### config.mk
export PLATFORM = sky130hd
export DESIGN_NAME = vfmt_par_out
export DESIGN_NICKNAME = d
export VERILOG_FILES = /design/src/rtl/vfmt_pkg.sv /design/src/rtl/vfmt_mode_ctl.sv /design/src/rtl/vfmt_lane_pack.sv /design/src/rtl/vfmt_out_reg.sv /design/src/rtl/vfmt_par_out.sv
export SDC_FILE = /design/constraint.sdc
export NUM_CORES = 1
export LEC_CHECK = 0
export ABC_AREA = 1
export BUFFER_PORTS_ARGS = -buffer_cell sky130_fd_sc_hd__buf_4
export CORE_AREA = 2 2 67 81
export CTS_CLUSTER_DIAMETER = 120
export DETAILED_ROUTE_END_ITERATION = 16
export DIE_AREA = 0 0 69 83
export GPL_TIMING_DRIVEN = 0
export PLACE_DENSITY_LB_ADDON = 0.12
export SLEW_MARGIN = 20
export SYNTH_ARGS = -nofsm -noshare
export SYNTH_HDL_FRONTEND = slang
export SYNTH_HIERARCHICAL = 1
export SYNTH_SLANG_ARGS = --single-unit
### constraint.sdc
create_clock -name clk -period 1.4 [get_ports clk]
set_input_delay 0.21 -clock clk [delete_from_list [all_inputs] [get_ports clk]]
set_output_delay 0.21 -clock clk [all_outputs]
set_load 0.02 [all_outputs]
### src/rtl/vfmt_pkg.sv
package vfmt_pkg;

    typedef enum logic [1:0] {
        RATE_SD     = 2'd0,
        RATE_HD     = 2'd1,
        RATE_TOP    = 2'd2,
        RATE_TOP_B  = 2'd3
    } rate_e;

    typedef enum logic [1:0] {
        CLK_13M5  = 2'd0,
        CLK_27M   = 2'd1,
        CLK_74M25 = 2'd2,
        CLK_148M5 = 2'd3
    } clk_class_e;

    typedef enum logic [1:0] {
        FMT_SPLIT = 2'd0,
        FMT_DUAL  = 2'd1,
        FMT_SEQ   = 2'd2
    } fmt_e;

    typedef struct packed {
        logic  wide;
        rate_e rate;
    } bus_cfg_t;

    localparam bus_cfg_t CFG_RESET = '{wide: 1'b1, rate: RATE_SD};

    function automatic logic is_top_rate(input rate_e r);
        return r[1];
    endfunction

    function automatic fmt_e fmt_of(input bus_cfg_t c);
        if (c.wide)                return FMT_SPLIT;
        else if (is_top_rate(c.rate)) return FMT_DUAL;
        else                       return FMT_SEQ;
    endfunction

    function automatic clk_class_e class_of(input bus_cfg_t c);
        case (c.rate)
            RATE_SD: return c.wide ? CLK_13M5  : CLK_27M;
            RATE_HD: return c.wide ? CLK_74M25 : CLK_148M5;
            default: return CLK_148M5;
        endcase
    endfunction

endpackage

### src/rtl/vfmt_mode_ctl.sv
module vfmt_mode_ctl
    import vfmt_pkg::*;
(
    input  logic       clk,
    input  logic       rst,
    input  logic       standby,
    input  logic       in_valid,
    input  logic       wide_sel,
    input  logic [1:0] rate_sel,
    output logic       take,
    output logic       second_half,
    output fmt_e       fmt_now,
    output bus_cfg_t   cfg_q
);
    logic     half_q;
    bus_cfg_t cfg_eff;
    bus_cfg_t cfg_in;

    always_comb begin
        cfg_in.wide = wide_sel;
        cfg_in.rate = rate_e'(rate_sel);
        cfg_eff     = half_q ? cfg_q : cfg_in;
        fmt_now     = fmt_of(cfg_eff);
        take        = !standby && !half_q;
        second_half = half_q;
    end

    always_ff @(posedge clk) begin
        if (rst) begin
            half_q <= 1'b0;
            cfg_q  <= CFG_RESET;
        end else if (!standby) begin
            if (!half_q) begin
                cfg_q  <= cfg_eff;
                half_q <= in_valid && (fmt_of(cfg_eff) == FMT_SEQ);
            end else begin
                half_q <= 1'b0;
            end
        end
    end

    // a sequential pair blocks acceptance for one cycle
    assert_seq_gap_R3: assert property (@(posedge clk) disable iff (rst)
        (take && in_valid && fmt_now == FMT_SEQ) |=> !take);

    // configuration is frozen during the second half of a pair
    assert_cfg_frozen_R6: assert property (@(posedge clk) disable iff (rst)
        half_q |=> $stable(cfg_q));

    // no acceptance during standby
    assert_standby_no_take_R7: assert property (@(posedge clk) disable iff (rst)
        standby |-> !take);
endmodule

### src/rtl/vfmt_lane_pack.sv
module vfmt_lane_pack
    import vfmt_pkg::*;
#(
    parameter int SAMPLE_W = 10,
    localparam int BUS_W   = 2 * SAMPLE_W
) (
    input  logic                take,
    input  logic                in_valid,
    input  logic                second_half,
    input  logic                standby,
    input  fmt_e                fmt_now,
    input  logic [SAMPLE_W-1:0] luma,
    input  logic [SAMPLE_W-1:0] chroma,
    input  logic [SAMPLE_W-1:0] held_luma,
    output logic [BUS_W-1:0]    nxt_bus,
    output logic [SAMPLE_W-1:0] nxt_fall,
    output logic                load,
    output logic                capture
);
    localparam logic [SAMPLE_W-1:0] ZERO_W = '0;

    logic accept;

    always_comb begin
        accept   = take && in_valid;
        load     = accept || (second_half && !standby);
        capture  = accept && (fmt_now == FMT_SEQ);
        nxt_bus  = {ZERO_W, chroma};
        nxt_fall = ZERO_W;
        if (second_half) begin
            nxt_bus = {ZERO_W, held_luma};
        end else begin
            case (fmt_now)
                FMT_SPLIT: nxt_bus  = {luma, chroma};
                FMT_DUAL:  nxt_fall = luma;
                default:   nxt_bus  = {ZERO_W, chroma};
            endcase
        end
    end
endmodule

### src/rtl/vfmt_out_reg.sv
module vfmt_out_reg #(
    parameter int SAMPLE_W = 10,
    localparam int BUS_W   = 2 * SAMPLE_W
) (
    input  logic                clk,
    input  logic                rst,
    input  logic                load,
    input  logic                capture,
    input  logic [BUS_W-1:0]    nxt_bus,
    input  logic [SAMPLE_W-1:0] nxt_fall,
    input  logic [SAMPLE_W-1:0] luma,
    output logic [BUS_W-1:0]    bus_q,
    output logic [SAMPLE_W-1:0] fall_q,
    output logic [SAMPLE_W-1:0] held_q
);
    always_ff @(posedge clk) begin
        if (rst) begin
            bus_q  <= '0;
            fall_q <= '0;
            held_q <= '0;
        end else begin
            if (load) begin
                bus_q  <= nxt_bus;
                fall_q <= nxt_fall;
            end
            if (capture) held_q <= luma;
        end
    end

    // registers move only when loaded
    assert_idle_hold_R8: assert property (@(posedge clk) disable iff (rst)
        !load |=> ($stable(bus_q) && $stable(fall_q)));
endmodule

### src/rtl/vfmt_par_out.sv
module vfmt_par_out
    import vfmt_pkg::*;
#(
    parameter int SAMPLE_W = 10,
    localparam int BUS_W   = 2 * SAMPLE_W
) (
    input  logic                clk,
    input  logic                rst,
    input  logic                standby,
    input  logic                wide_sel,
    input  logic [1:0]          rate_sel,
    input  logic                in_valid,
    input  logic [SAMPLE_W-1:0] in_luma,
    input  logic [SAMPLE_W-1:0] in_chroma,
    output logic                take,
    output logic [BUS_W-1:0]    vbus,
    output logic [SAMPLE_W-1:0] ddr_fall,
    output logic [1:0]          clk_class,
    output logic                ddr_active
);
    logic                second_half;
    fmt_e                fmt_now;
    bus_cfg_t            cfg_q;
    logic [BUS_W-1:0]    nxt_bus;
    logic [SAMPLE_W-1:0] nxt_fall;
    logic [SAMPLE_W-1:0] held_luma;
    logic                load;
    logic                capture;

    vfmt_mode_ctl i_ctl (
        .clk(clk), .rst(rst), .standby(standby), .in_valid(in_valid),
        .wide_sel(wide_sel), .rate_sel(rate_sel), .take(take),
        .second_half(second_half), .fmt_now(fmt_now), .cfg_q(cfg_q)
    );

    vfmt_lane_pack #(.SAMPLE_W(SAMPLE_W)) i_pack (
        .take(take), .in_valid(in_valid), .second_half(second_half),
        .standby(standby), .fmt_now(fmt_now), .luma(in_luma),
        .chroma(in_chroma), .held_luma(held_luma), .nxt_bus(nxt_bus),
        .nxt_fall(nxt_fall), .load(load), .capture(capture)
    );

    vfmt_out_reg #(.SAMPLE_W(SAMPLE_W)) i_out (
        .clk(clk), .rst(rst), .load(load), .capture(capture),
        .nxt_bus(nxt_bus), .nxt_fall(nxt_fall), .luma(in_luma),
        .bus_q(vbus), .fall_q(ddr_fall), .held_q(held_luma)
    );

    always_comb begin
        clk_class  = class_of(cfg_q);
        ddr_active = (fmt_of(cfg_q) == FMT_DUAL);
    end

    // split format puts luma high, chroma low
    assert_split_halves_R2: assert property (@(posedge clk) disable iff (rst)
        (take && in_valid && wide_sel) |=>
        (vbus == {$past(in_luma), $past(in_chroma)} && ddr_fall == '0));

    // dual-edge format carries luma as the falling-edge word
    assert_dual_words_R4: assert property (@(posedge clk) disable iff (rst)
        (take && in_valid && !wide_sel && rate_sel[1]) |=>
        (ddr_fall == $past(in_luma) && vbus[SAMPLE_W-1:0] == $past(in_chroma)
         && vbus[BUS_W-1:SAMPLE_W] == '0));

    // dual-edge format always runs at the top clock class
    assert_dual_class_R5: assert property (@(posedge clk) disable iff (rst)
        ddr_active |-> (clk_class == 2'd3));

    // standby freezes the outputs
    assert_standby_hold_R7: assert property (@(posedge clk) disable iff (rst)
        standby |=> ($stable(vbus) && $stable(ddr_fall) && $stable(clk_class)));
endmodule

==> flow_summary.json <==
{
  "status": "complete, but fails checks",
  "violations": "setup timing",
  "fmax_ghz": 0.6920,
  "post_drt_via_cell_ratio": 4.440,
  "postSynthAreaPerCell_sq_um": 6.156,
  "ir_worst_vdd_mv": 0.5777,
  "drt_iter0_markers": 69,
  "hold_class": "primary input to flop",
  "fill_cells": 515,
  "clockBufferDepth": 2,
  "worst_pin_slew_ns": 0.1900,
  "critical_path_buf_inv_count": 4,
  "fp.dieH_microns": 83,
  "clockPowerShare": 0.308,
  "core.rowCount": 28,
  "crit_chain": "inv_4 > nand2_4 > nand2_4 > inv_4 > nor2_4 > inv_2 > nand2_2 > nor2_4 > buf_6 > nand2_1 > nand2_1 > nor2_1",
  "fin_skew_ns": 0.004207,
  "async_flop_share": 0,
  "root_buffer": "clkbuf_8",
  "cp_max_fo": 7,
  "p_int_mw": 2.178,
  "track_usage": 0.1798,
  "ys.flop_type": "dfxtp_1",
  "cts_max_level": 2,
  "swShare": 0.2819,
  "hpwlAfterDp_microns": 3696,
  "synthesis.instances": 364,
  "vias": 2202,
  "gp_congestion": 0.8353,
  "drive_gt1_frac": 0.3303,
  "drtAntennaViolNets": 0,
  "p_switching_mw": 0.8550,
  "grt_pass1_wl_microns": 8659,
  "hold_violations": 0,
  "cts_sinks": 44,
  "cp-start-kind": "flop",
  "area_growth_pct": 36.35,
  "p_comb_frac": 0.238,
  "grt.overflow.total": 0,
  "placedCellCount": 484,
  "synth-seq-area-share": 0.3931,
  "antenna_found_initial": 0,
  "final_cells": 496,
  "synth_cell_types": 18,
  "drt_first_pass_iters": 5,
  "wl_microns": 5196,
  "crit_path_max_incr_delay_ns": 0.43,
  "yosysWarnings": 6,
  "synth_seq_cells": 44,
  "seqPwrFrac": 0.454,
  "grt_max_degree": 14,
  "synth_edf_count": 0,
  "max_cap_violations": 0,
  "hold_slack_ns": 0.1076,
  "antenna_cells": 0,
  "cp.required_ns": 1.59,
  "dp_slack_ns": -0.1240,
  "die-area_sq_um": 5727,
  "crit_type": "flop to flop",
  "finalCriticalPeriod_ns": 1.445,
  "cp.arrival_ns": 1.64,
  "syn_nets": 391,
  "rsz0062_at_grt": "true",
  "setup_viol": 9,
  "grt_pass1_vias": 2012,
  "slew_headroom": 0.8734,
  "port_buffers": 60,
  "design_area_sq_um": 3055,
  "critPathSlowestCell": "dfxtp_4",
  "end_kind": "flop",
  "power_mw": 3.033,
  "cts_tree": "yes",
  "dpl_cell_area_sq_um": 2768,
  "crit_family": "simple AND/OR/NAND/NOR gates",
  "synthesis.area_sq_um": 2241,
  "clk-insertion-delay-late_ns": 0.29,
  "power.leakage_nw": 1.598,
  "fp.dieW_microns": 69,
  "path_clk_slew_ns": 0.07,
  "drc": 0,
  "timing.final.crit_share": 1.032,
  "fin_util": 0.6230,
  "cts_made_buffers": 5,
  "fin_nets": 462,
  "start_util": 0.4569,
  "report.final.slew_viol_count": 0,
  "pin_count": 61,
  "wl_per_cell_microns": 10.48,
  "p_per_area_nw_per_um2": 992.7,
  "tns_ns": -0.2865,
  "core-area_sq_um": 4905,
  "setup_slack_ns": -0.04516
}
[sequential cells by signal, indices dropped and copies added, names as in the netlist]
| signal | count |
|---|---|
| i_ctl/second_half | 1 |
| i_out/fall_q | 10 |
| i_ctl/cfg_q | 3 |
| i_out/bus_q | 20 |
| i_out/held_q | 10 |
[metal layers]
layer,wire [microns],track usage
met1,2222,0.2209
met2,2609,0.3103
met3,300,0.03762
met4,63,0.06061
met5,0,0
[placed cells by master (no fill, tap or decap), types with 3 or more instances in the layout]
cell type / n
nand2_1: 114
nor2_1: 83
buf_4: 67
inv_1: 48
dfxtp_1: 42
nor2_2: 20
nand2_2: 17
buf_6: 7
clkbuf_8: 5
nand2_4: 5
inv_2: 4
buf_8: 4
nor2_4: 3
[power groups by stage]
stage               logic [mW]  registers, mW  clock network [mW]
finish                   0.721           1.38               0.935
global route             0.797           1.39                1.02
CTS                      0.682           1.38               0.959
detailed placement       0.663           1.41                   0
global placement         0.658           1.41                   0
floorplan                0.346           1.48                   0
[worst paths after layout]
check,depth (start not counted),slack [ns],from,end
setup / recovery,12,-0.05,i_ctl/second_half,i_out/held_q[5]
hold / removal,2,0.11,rst,i_ctl/second_half
setup reg to reg,12,-0.05,i_ctl/second_half,i_out/held_q[5]
hold reg to reg,2,0.47,i_out/bus_q[15],i_out/bus_q[15]
[cells in the mapped netlist (2+ instances only)]
master / instances / area [sq um]
nand2_1: 133 / 499.2
dfxtp_1: 44 / 880.8
buf_4: 4 / 30.03
buf_8: 4 / 60.06
nor2_1: 94 / 352.8
buf_2: 4 / 20.02
inv_2: 2 / 7.510
inv_1: 52 / 195.2
nor2_2: 11 / 68.82
nand2_2: 3 / 18.77
a21oi_1: 3 / 15.01
buf_6: 4 / 45.04
[cell type report]
cell class,count,area [sq um],area share
inverter,54,207.7,0.06798
buffer,16,167.7,0.05487
sequential,44,885.9,0.2899
clock inverter,2,35.03,0.01147
multi-input combinational,250,1127,0.3690
clock buffer,6,72.57,0.02375
tap,60,75.07,0.02457
timing repair buffer,64,484.2,0.1585
[timing repair]
| item | in CTS | in global routing |
|---|---|---|
| hold buffers | 0 | 0 |
| setup endpoints to repair | 30 | 40 |
| cloned | 1 | 0 |
| resized for setup | 17 | 38 |
| pin swaps | 3 | 12 |
| setup buffers | 2 | 1 |
[worst register-to-register path, cell delays in order, from the launching register on]
cell and delay (ns):
dfxtp_4 0.43, inv_4 0.07, nand2_4 0.06, nand2_4 0.06
inv_4 0.07, nor2_4 0.05, inv_2 0.08, nand2_2 0.07
nor2_4 0.14, buf_6 0.15, nand2_1 0.06, nand2_1 0.07
nor2_1 0.04
[kinds of logic after synthesis]
kind of cell           after synthesis  share of synthesized area
AO/OA/AOI/OAI                        7                    0.01842
AND/OR/NAND/NOR                    243                     0.4288
flip-flops                          44                     0.3931
buffers and inverters               70                     0.1597
No activity file was read; power rests on OpenSTA's default activity.
